## config.mk

```make
export PLATFORM = sky130hd
export DESIGN_NAME = dram_refresh_seq
export DESIGN_NICKNAME = d
export VERILOG_FILES = /design/src/rtl/dramseq_pkg.sv /design/src/rtl/dramseq_timer.sv /design/src/rtl/dramseq_pending.sv /design/src/rtl/dramseq_cbr.sv /design/src/rtl/dram_refresh_seq.sv
export SDC_FILE = /design/constraint.sdc
export NUM_CORES = 1
export LEC_CHECK = 0
export BUFFER_PORTS_ARGS = -buffer_cell sky130_fd_sc_hd__buf_2
export CAP_MARGIN = 20
export CORE_MARGIN = 2
export CORE_UTILIZATION = 30
export CTS_CLUSTER_DIAMETER = 120
export CTS_CLUSTER_SIZE = 30
export DETAILED_ROUTE_END_ITERATION = 12
export PLACE_DENSITY = 0.52
export SLEW_MARGIN = 10
export SYNTH_ARGS = -nofsm -noshare
export SYNTH_HDL_FRONTEND = slang
export SYNTH_SLANG_ARGS = --single-unit
```

## constraint.sdc

```tcl
create_clock -name clk -period 2.9 [get_ports clk]
set_input_delay 0.145 -clock clk [delete_from_list [all_inputs] [get_ports clk]]
set_output_delay 0.145 -clock clk [all_outputs]
set_load 0.05 [all_outputs]
```

## src/rtl/dramseq_pkg.sv

```systemverilog
package dramseq_pkg;
  typedef enum logic [2:0] {
    CBR_IDLE,
    CBR_CSETUP,
    CBR_CHOLD,
    CBR_RLOW,
    CBR_PRECH
  } cbr_state_t;

  typedef enum logic [1:0] {
    PH_PAUSE,
    PH_INIT,
    PH_RUN
  } seq_phase_t;
endpackage

```

## src/rtl/dramseq_timer.sv

```systemverilog
module dramseq_timer #(
  parameter int unsigned PERIOD = 16
) (
  input  logic clk,
  input  logic rst_n,
  input  logic en,
  output logic tick
);
  localparam int unsigned CW = (PERIOD > 1) ? $clog2(PERIOD) : 1;

  logic [CW-1:0] cnt;

  assign tick = en && (cnt == CW'(PERIOD - 1));

  always_ff @(posedge clk or negedge rst_n) begin
    if (!rst_n)            cnt <= '0;
    else if (!en || tick)  cnt <= '0;
    else                   cnt <= cnt + 1'b1;
  end

  // the phase counter never leaves its period
  a_r7_count_in_range: assert property (@(posedge clk) disable iff (!rst_n)
    32'(cnt) < PERIOD);
  // a disabled timer restarts from zero
  a_r7_restart_when_off: assert property (@(posedge clk) disable iff (!rst_n)
    !en |=> cnt == '0);
endmodule

```

## src/rtl/dramseq_pending.sv

```systemverilog
module dramseq_pending #(
  parameter int unsigned MAX = 4
) (
  input  logic clk,
  input  logic rst_n,
  input  logic inc,
  input  logic dec,
  output logic nonzero,
  output logic full
);
  localparam int unsigned CW = $clog2(MAX + 1);

  logic [CW-1:0] cnt;
  logic          up, down;

  assign nonzero = (cnt != '0);
  assign full    = (cnt == CW'(MAX));
  assign down    = dec && nonzero;
  assign up      = inc && (!full || down);

  always_ff @(posedge clk or negedge rst_n) begin
    if (!rst_n)             cnt <= '0;
    else if (up && !down)   cnt <= cnt + 1'b1;
    else if (down && !up)   cnt <= cnt - 1'b1;
  end

  // the tally is bounded by its limit
  a_r9_bounded: assert property (@(posedge clk) disable iff (!rst_n)
    32'(cnt) <= MAX);
  // a due refresh with nothing served never loses count below the limit
  a_r9_accumulates: assert property (@(posedge clk) disable iff (!rst_n)
    (inc && !dec && !full) |=> nonzero);
endmodule

```

## src/rtl/dramseq_cbr.sv

```systemverilog
module dramseq_cbr
  import dramseq_pkg::*;
#(
  parameter int unsigned CSR_CYC = 3,
  parameter int unsigned CHR_CYC = 2,
  parameter int unsigned RAS_CYC = 13,
  parameter int unsigned RP_CYC  = 8
) (
  input  logic clk,
  input  logic rst_n,
  input  logic start,
  output logic busy,
  output logic done,
  output logic ras_n,
  output logic cas_n,
  output logic we_n
);
  localparam int unsigned RLOW_CYC = RAS_CYC - CHR_CYC;
  localparam int unsigned M1 = (CSR_CYC > CHR_CYC) ? CSR_CYC : CHR_CYC;
  localparam int unsigned M2 = (RLOW_CYC > RP_CYC) ? RLOW_CYC : RP_CYC;
  localparam int unsigned MAXLEN = (M1 > M2) ? M1 : M2;
  localparam int unsigned CW = (MAXLEN > 1) ? $clog2(MAXLEN) : 1;

  cbr_state_t    state, nxt_state;
  logic [CW-1:0] cnt;
  logic [CW-1:0] lim;
  logic          last;

  always_comb begin
    lim       = CW'(1);
    nxt_state = CBR_IDLE;
    case (state)
      CBR_CSETUP: begin lim = CW'(CSR_CYC);  nxt_state = CBR_CHOLD; end
      CBR_CHOLD:  begin lim = CW'(CHR_CYC);  nxt_state = CBR_RLOW;  end
      CBR_RLOW:   begin lim = CW'(RLOW_CYC); nxt_state = CBR_PRECH; end
      CBR_PRECH:  begin lim = CW'(RP_CYC);   nxt_state = CBR_IDLE;  end
      default:    begin lim = CW'(1);        nxt_state = CBR_IDLE;  end
    endcase
  end

  assign last = (cnt == lim - 1'b1);

  always_ff @(posedge clk or negedge rst_n) begin
    if (!rst_n) begin
      state <= CBR_IDLE;
      cnt   <= '0;
    end else if (state == CBR_IDLE) begin
      cnt <= '0;
      if (start) state <= CBR_CSETUP;
    end else if (last) begin
      cnt   <= '0;
      state <= nxt_state;
    end else begin
      cnt <= cnt + 1'b1;
    end
  end

  assign busy  = (state != CBR_IDLE);
  assign done  = (state == CBR_PRECH) && last;
  assign cas_n = !((state == CBR_CSETUP) || (state == CBR_CHOLD));
  assign ras_n = !((state == CBR_CHOLD) || (state == CBR_RLOW));
  assign we_n  = 1'b1;

  // the column strobe is already low, and was low a cycle earlier, when the row strobe falls
  a_r5_cas_leads_ras: assert property (@(posedge clk) disable iff (!rst_n)
    $fell(ras_n) |-> (!cas_n && !$past(cas_n)));
  // the column strobe rises before the row strobe does
  a_r5_cas_rises_first: assert property (@(posedge clk) disable iff (!rst_n)
    $rose(ras_n) |-> cas_n);
  // after the row strobe rises, the column strobe stays high in the next cycle
  a_r6_precharge_entry: assert property (@(posedge clk) disable iff (!rst_n)
    $rose(ras_n) |=> cas_n);
endmodule

```

## src/rtl/dram_refresh_seq.sv

```systemverilog
module dram_refresh_seq
  import dramseq_pkg::*;
#(
  parameter int unsigned PAUSE_CYC    = 25000,
  parameter int unsigned INTERVAL_CYC = 3900,
  parameter int unsigned INIT_CYCLES  = 8,
  parameter int unsigned PEND_MAX     = 4,
  parameter int unsigned CSR_CYC      = 3,
  parameter int unsigned CHR_CYC      = 2,
  parameter int unsigned RAS_CYC      = 13,
  parameter int unsigned RP_CYC       = 8,
  parameter int unsigned ADDR_W       = 12
) (
  input  logic              clk,
  input  logic              rst_n,
  input  logic              ref_gnt,
  output logic              ref_req,
  output logic              ref_urgent,
  output logic              ready,
  output logic              bus_own,
  output logic              ras_n,
  output logic              cas_n,
  output logic              we_n,
  output logic [ADDR_W-1:0] addr
);
  localparam int unsigned ICW = (INIT_CYCLES > 1) ? $clog2(INIT_CYCLES) : 1;

  seq_phase_t     phase;
  logic [ICW-1:0] init_cnt;
  logic           pause_tick, due_tick;
  logic           pend_nz, pend_full;
  logic           cbr_busy, cbr_done, cbr_start, run_start;

  dramseq_timer #(.PERIOD(PAUSE_CYC)) u_pause (
    .clk(clk), .rst_n(rst_n), .en(phase == PH_PAUSE), .tick(pause_tick));

  dramseq_timer #(.PERIOD(INTERVAL_CYC)) u_interval (
    .clk(clk), .rst_n(rst_n), .en(phase == PH_RUN), .tick(due_tick));

  dramseq_pending #(.MAX(PEND_MAX)) u_pending (
    .clk(clk), .rst_n(rst_n), .inc(due_tick), .dec(run_start),
    .nonzero(pend_nz), .full(pend_full));

  dramseq_cbr #(
    .CSR_CYC(CSR_CYC), .CHR_CYC(CHR_CYC), .RAS_CYC(RAS_CYC), .RP_CYC(RP_CYC)
  ) u_cbr (
    .clk(clk), .rst_n(rst_n), .start(cbr_start), .busy(cbr_busy),
    .done(cbr_done), .ras_n(ras_n), .cas_n(cas_n), .we_n(we_n));

  assign run_start = (phase == PH_RUN) && !cbr_busy && pend_nz && (ref_gnt || pend_full);
  assign cbr_start = run_start || ((phase == PH_INIT) && !cbr_busy);

  always_ff @(posedge clk or negedge rst_n) begin
    if (!rst_n) begin
      phase    <= PH_PAUSE;
      init_cnt <= '0;
    end else begin
      case (phase)
        PH_PAUSE: if (pause_tick) begin
          phase    <= PH_INIT;
          init_cnt <= '0;
        end
        PH_INIT: if (cbr_done) begin
          if (init_cnt == ICW'(INIT_CYCLES - 1)) phase <= PH_RUN;
          else                                   init_cnt <= init_cnt + 1'b1;
        end
        default: phase <= PH_RUN;
      endcase
    end
  end

  assign ready      = (phase == PH_RUN);
  assign ref_req    = ready && pend_nz && !cbr_busy;
  assign ref_urgent = ready && pend_full;
  assign bus_own    = cbr_busy;
  assign addr       = '0;

  // nothing is offered to the access controller before start-up completes
  a_r4_quiet_before_ready: assert property (@(posedge clk) disable iff (!rst_n)
    !ready |-> (!ref_req && !ref_urgent));
  // ready never falls without a reset
  a_r3_ready_sticky: assert property (@(posedge clk) disable iff (!rst_n)
    ready |=> ready);
  // a run-time refresh starts only on a grant or when forced
  a_r8_start_authorised: assert property (@(posedge clk) disable iff (!rst_n)
    ($rose(bus_own) && $past(ready)) |-> ($past(ref_gnt) || $past(ref_urgent)));
  // a full tally takes the lines on the next edge
  a_r10_urgent_forces: assert property (@(posedge clk) disable iff (!rst_n)
    (ref_urgent && !bus_own) |=> bus_own);
  // any low strobe happens inside an owned cycle
  a_r11_strobes_owned: assert property (@(posedge clk) disable iff (!rst_n)
    (!ras_n || !cas_n) |-> bus_own);
endmodule

```

---- Word-level counts from Yosys, hierarchy flattened ----
Cells that the tools add are included.
storage, ports and cells
  bits in registers ....................... 42
  bits of input ports ..................... 3
  word-level logic and storage cells ...... 88
operators by class
  add/sub/neg operators ................... 7
  equality and inequality tests ........... 16
  mux-type cells .......................... 19
  reductions and logical operators ........ 39
operators with widths
  operator               number
  $mux 3                 8
  $pmux 4 s4             1
  $add 15x1->15 const B  1
  $eq 15x15->1 const B   1
  $mux 15                1
  $logic_and 1x1->1      14
  $add 12x1->12 const B  1
  $eq 12x12->1 const B   1
  $mux 12                1
  $eq 3x3->1 const B     3
  $pmux 3 s3             1
  $logic_not 1->1        8
  $mux 4                 2
  $ne 2x2->1 const B     4
  $logic_or 1x1->1       7
  $add 3x1->3 const B    2
  $eq 3x2->1 const B     2
  $mux 2                 3
  $pmux 3 s2             1
  $reduce_bool 2->1      3
  $reduce_bool 3->1      2
  $add 4x1->4 const B    1
  $eq 4x4->1             1
  $pmux 2 s2             1
  11 further kinds       11

---- Longest topological paths before layout ----
  depth after elaboration ................. 12
  depth in mapped cells ................... 12

---- By module ----
A second synthesis with hierarchy kept.
unflattened totals
  cell total of the unflattened synthesis .. 259
  area total of the unflattened synthesis .. 2549.9 sq um
by module, submodules not included
  module                       times used  cells an instance  area each (sq um)
  dramseq_timer at u_pause     1           75                 755.7
  dramseq_timer at u_interval  1           61                 643.1
  dramseq_cbr                  1           69                 585.6
  dram_refresh_seq             1           38                 376.6
  dramseq_pending              1           16                 188.9

---- Worst setup path before layout ----
Ideal clock, no wire load.
  path kind ............................... reg2reg
  start ................................... register u_cbr.state[1]
  end ..................................... register u_pending.cnt[1]
  library setup time ...................... 0.125 ns
  arrival ................................. 2.595 ns
  required time ........................... 2.775 ns
  slack ................................... 0.181 ns
  cell stages (with the launch flop) ...... 11
  clock period less this slack ............ 2.719 ns
  path through ............................ dfrtp_1 -> buf_2 -> or2_1 -> buf_6 -> nor2_1 -> inv_1 -> or3_1 -> ha_1 -> inv_1 -> fa_1 -> mux2_2
on the way
  word-level cells in the longest chain between the ends .. 11
  elaborated cells between the ends (all ways) .. 14
  those cells by class .................... mux (1); reduce/logical (13)
ends and longest elaborated chain
  item                                RTL line                source
  start, declared                     dramseq_cbr.sv:24       cbr_state_t state, nxt_state;
  start signal, assigned              dramseq_cbr.sv:52       state <= nxt_state;
  $reduce_bool 3->1 *                 dramseq_cbr.sv:58       assign busy = (state != CBR_IDLE);
  named net bus_own                   dram_refresh_seq.sv:20  output logic bus_own,
  $logic_not 1->1 *                   dram_refresh_seq.sv:50  assign run_start = (phase == PH_RUN) && !cbr_busy && pend_nz && (ref_gnt || pend_full);
  $logic_and 1x1->1 * (3 in series)   dram_refresh_seq.sv:50
  $logic_and 1x1->1 *                 dramseq_pending.sv:18   assign down = dec && nonzero;
  $logic_or 1x1->1                    dramseq_pending.sv:19   assign up = inc && (!full || down);
  $logic_and 1x1->1                   dramseq_pending.sv:19
  $logic_not 1->1                     dramseq_pending.sv:24   else if (down && !up) cnt <= cnt - 1'b1;
  $logic_and 1x1->1                   dramseq_pending.sv:24
  $reduce_bool 2->1 (no source line)  -
  end signal, assigned                dramseq_pending.sv:23   else if (up && !down) cnt <= cnt + 1'b1;
  end signal, assigned                dramseq_pending.sv:24
  end, declared                       dramseq_pending.sv:13   logic [CW-1:0] cnt;
Mark *: on every way through the listed nets, which the timed path passes. The rest lies on a longest branch.
A chain may end at the register's enable or synchronous reset.

---- Worst setup path in the final report ----
  start ................................... register u_interval.cnt[0]
  end ..................................... register u_pending.cnt[2]
on the way
  word-level cells in the longest chain between the ends .. 6
  elaborated cells between the ends (all ways) .. 8
  those cells by class .................... eq/ne (1); mux (1); reduce/logical (6)
ends and longest elaborated chain
  item                                RTL line               source
  start, declared                     dramseq_timer.sv:11    logic [CW-1:0] cnt;
  start signal, assigned              dramseq_timer.sv:18    else cnt <= cnt + 1'b1;
  $eq 12x12->1 *                      dramseq_timer.sv:13    assign tick = en && (cnt == CW'(PERIOD - 1));
  $logic_and 1x1->1 *                 dramseq_timer.sv:13
  $logic_and 1x1->1 *                 dramseq_pending.sv:19
  $logic_not 1->1                     dramseq_pending.sv:24
  $logic_and 1x1->1                   dramseq_pending.sv:24
  $reduce_bool 2->1 (no source line)  -
Every way passes the cells marked *; elsewhere a longest branch is shown, timed or not.

==> flow_metrics.tcl <==
set metrics [dict create \
    run_status "finished with violations" \
    violations "negative hold slack" \
    detail-route-antenna-nets 0 \
    place.detailed.hpwl_um 2832 \
    wire_per_inst_um 11.15 \
    cap_viol_max_count 0 \
    post-cts-setup-buffers 0 \
    post_synth_num_cell_types 48 \
    number_of_detailed_routing_iterations_run_before_antenna_repair 4 \
    place.port_buffers 8 \
    ys_async_sr_fraction_pct 100.0 \
    worst_pin_slew_ns 0.9263 \
    crit_path_top_delay_cell "dfrtp_1" \
    synth.most_common_cell "dfrtp_1" \
    post-synth-top-area-fraction_pct 44.68 \
    max_stage_delay_ns 0.38 \
    clk_path_buf_depth 2 \
    cts_num_sinks 42 \
    cp_cell_sequence "ha_1 > nand3_1 > nor4_2 > nand4_1 > a311oi_1 > ha_1 > inv_1 > fa_1 > xor2_1 > nor2_1 > xor2_1" \
    synthFlopType "dfrtp_1" \
    critPathTopFamily "adder cells" \
    grt_start_max_net_pins 43 \
    final_layout_size_suffix_gt1_share_pct 9.960 \
    synth-seq-cells 42 \
    core.rowCount 32 \
    multiInputGateArea_sq_um 1184 \
    power.net_switching_mw 0.2359 \
    cts.clk_slew.worst_paths_ns 0.07 \
    final-hold-violation-count 1 \
    share_comb_of_total_power_pct 5.3 \
    synth.avg_cell_area_sq_um 9.720 \
    slew_violations 0 \
    synth.top_cells.by_count "dfrtp_1 (42), nor2_1 (34), xor2_1 (17)" \
    grt_use_total_pct 10.47 \
    die_h_um 92.55 \
    synth_top_cell_by_area "dfrtp_1" \
    seqCellArea_sq_um 1051 \
    count_of_flip_flops_with_a_built_in_enable_after_synthesis 0 \
    final.hold.worst_slack_ns -0.001983 \
    detailed_place.area_sq_um 2441 \
    antenna_cells_inserted 0 \
    synthTopCellsByArea "dfrtp_1 (45%), xor2_1 (6.3%), nor2_1 (5.4%)" \
    grt_antenna_before_repair 0 \
    worst_ir_drop_vdd_v 0.0001702 \
    synth_sequential_area_ratio_pct 44.68 \
    final-setup-viol-count 0 \
    die_width_um 92.55 \
    area.growth.synth_to_final_pct 7.925 \
    ff2ff_setup_slack_ns 0.30 \
    floorplan.initialDensity_pct 30.76 \
    endpoint_class_of_the_critical_path "register" \
    first_pass_grt_wire_length_um 7389 \
    yosysWarnings 0 \
    p_sw_share_pct 23.14 \
    worst-endpoint-arrival_ns 2.80 \
    drt-initial-drc-count 71 \
    postLayoutCellArea_sq_um 2539 \
    place_inst 345 \
    worst-endpoint-required_ns 3.11 \
    timing.critical_path.buf_inv 1 \
    tritoncts.num_buffers 5 \
    num-nets-final 260 \
    top_level_pins 22 \
    drc 0 \
    clock_tree.root_cell "clkbuf_8" \
    tritoncts "built" \
    critPathMaxFanout 5 \
    power_report.internal_total_mw 0.7835 \
    fillerInstances 813 \
    layout_worst_path_cycle_share_pct 89.57 \
    finalWorstPathRequiredPeriod_ns 2.597 \
    synth_cells 242 \
    fin_setup_tns_ns 0 \
    via_count_of_the_first_global_routing_pass 1612 \
    fin_skew_ns 0.004940 \
    rd_place_congestion 0.7553 \
    cellLeakagePower_nw 1.144 \
    detail_route.wirelength_um 3935 \
    grt_overflow 0 \
    floorplan.die_area_sq_um 8566 \
    fmax_ghz 0.3850 \
    cts_hold_buffers 0 \
    cell_area_after_synthesis_sq_um 2352 \
    post_cts.resized_instances 0 \
    grt_setup_unrepaired "no" \
    finish.cell_count_without_fillers 353 \
    core_sq_um 7647 \
    power-per-cell-area_nw_per_um2 401.5 \
    post_drt_via_cell_ratio 4.567 \
    clkPwrFrac_pct 36.7 \
    vias 1612 \
    worst_slew_margin_rel_pct 38.25 \
    cts_max_level 2 \
    proportion_of_power_drawn_by_flip_flops_and_latches_pct 57.9 \
    critical_path.startpoint_type "register" \
    clk-insertion-delay-late_ns 0.28 \
    timing.setup.critical_path_class "register to register" \
    hp-class "input pin to async pin" \
]
state kept, by name, summed over array words and instances, names as in the netlist:
| signal | flops |
|---|---|
| phase | 2 |
| init_cnt | 3 |
| u_cbr.state | 3 |
| u_cbr.cnt | 4 |
| u_pause.cnt | 15 |
| u_interval.cnt | 12 |
| u_pending.cnt | 3 |
layer usage:
layer | global-route usage (%) | up-vias | routed length [um]
li1 | - | 817 | -
met1 | 14.53 | 771 | 1973
met2 | 16.36 | 22 | 1817
met3 | 3.173 | 2 | 125
met4 | 1.866 | 0 | 18
met5 | 0 | - | 0
power groups by stage:
stage | sequential [mW] | clock (mW) | combinational (mW)
2_1_floorplan | 0.601 | 0 | 0.0551
3_3_place_gp | 0.602 | 0 | 0.0554
3_5_place_dp | 0.602 | 0 | 0.0559
4_1_cts | 0.590 | 0.397 | 0.0557
5_1_grt | 0.591 | 0.419 | 0.0597
6_report | 0.591 | 0.374 | 0.0544
path summary, 6_finish.rpt:
check,cells after the start,end,startpoint
max in group asynchronous,1,phase[1]$_DFFE_PN0P_,rst_n
min in group clk,4,u_cbr.state[0]$_DFFE_PN0P_,ref_gnt
hold / removal,1,u_cbr.state[2]$_DFFE_PN0P_,rst_n
setup / recovery,11,u_pending.cnt[2]$_DFFE_PN0P_,u_interval.cnt[0]$_DFF_PN0_
hold reg to reg,1,u_pause.cnt[0]$_DFF_PN0_,u_pause.cnt[0]$_DFF_PN0_
setup reg to reg,11,u_pending.cnt[2]$_DFFE_PN0P_,u_interval.cnt[0]$_DFF_PN0_
cell families after synthesis:
kind of cell | synth area share, %
flip-flops | 44.68
multiplexers | 1.862
buffers and inverters | 7.021
other | 0.3193
AND/OR/NAND/NOR | 23.03
XOR/XNOR | 10.43
adder cells (fa/ha/maj) | 4.043
AO/OA/AOI/OAI | 8.617
cells in the final DEF, fill, tap and decap left out, drive strengths merged, types with 4 or more instances in the layout:
master | synthesis | routed
nor2 | 34 | 34
o21ai | 6 | 6
clkbuf | 3 | 7
nand2b | 5 | 5
nor3 | 10 | 10
nand2 | 15 | 15
conb | 2 | 13
xnor2 | 11 | 11
a22o | 4 | 4
inv | 8 | 8
nand3 | 12 | 12
nor2b | 5 | 5
dfrtp | 42 | 42
xor2 | 17 | 17
buf | 17 | 10
and3 | 5 | 5
ha | 6 | 6
worst reg2reg max path: stages (launching register included):
cell and delay, ns:
dfrtp_1 0.38, ha_1 0.26, nand3_1 0.13, nor4_2 0.26
nand4_1 0.19, a311oi_1 0.24, ha_1 0.23, inv_1 0.06
fa_1 0.38, xor2_1 0.15, nor2_1 0.11, xor2_1 0.14
metrics by stage:
stage	hold WS, ns	setup WS [ns]	utilization, %	power (mW)
after global placement	0.3548	0.3999	31.92	0.6575
after CTS	0.03825	0.2341	33.12	1.043
after global routing	0.08092	0.01605	33.20	1.070
after floorplan	-0.1506	0.1806	-	0.6565
after detailed placement	0.3537	0.2322	31.92	0.6578
final	-0.001983	0.3026	33.20	1.019
cell type report:
class                           count  area share, %
Clock buffer                        7          3.401
Inverter                            8          1.183
Clock inverter                      1         0.1971
Timing Repair Buffer               10          2.169
Tap cell                          102          5.027
Multi-Input combinational cell    183          46.62
Sequential cell                    42          41.40
Note: power is estimated with default switching activity, not from simulation.
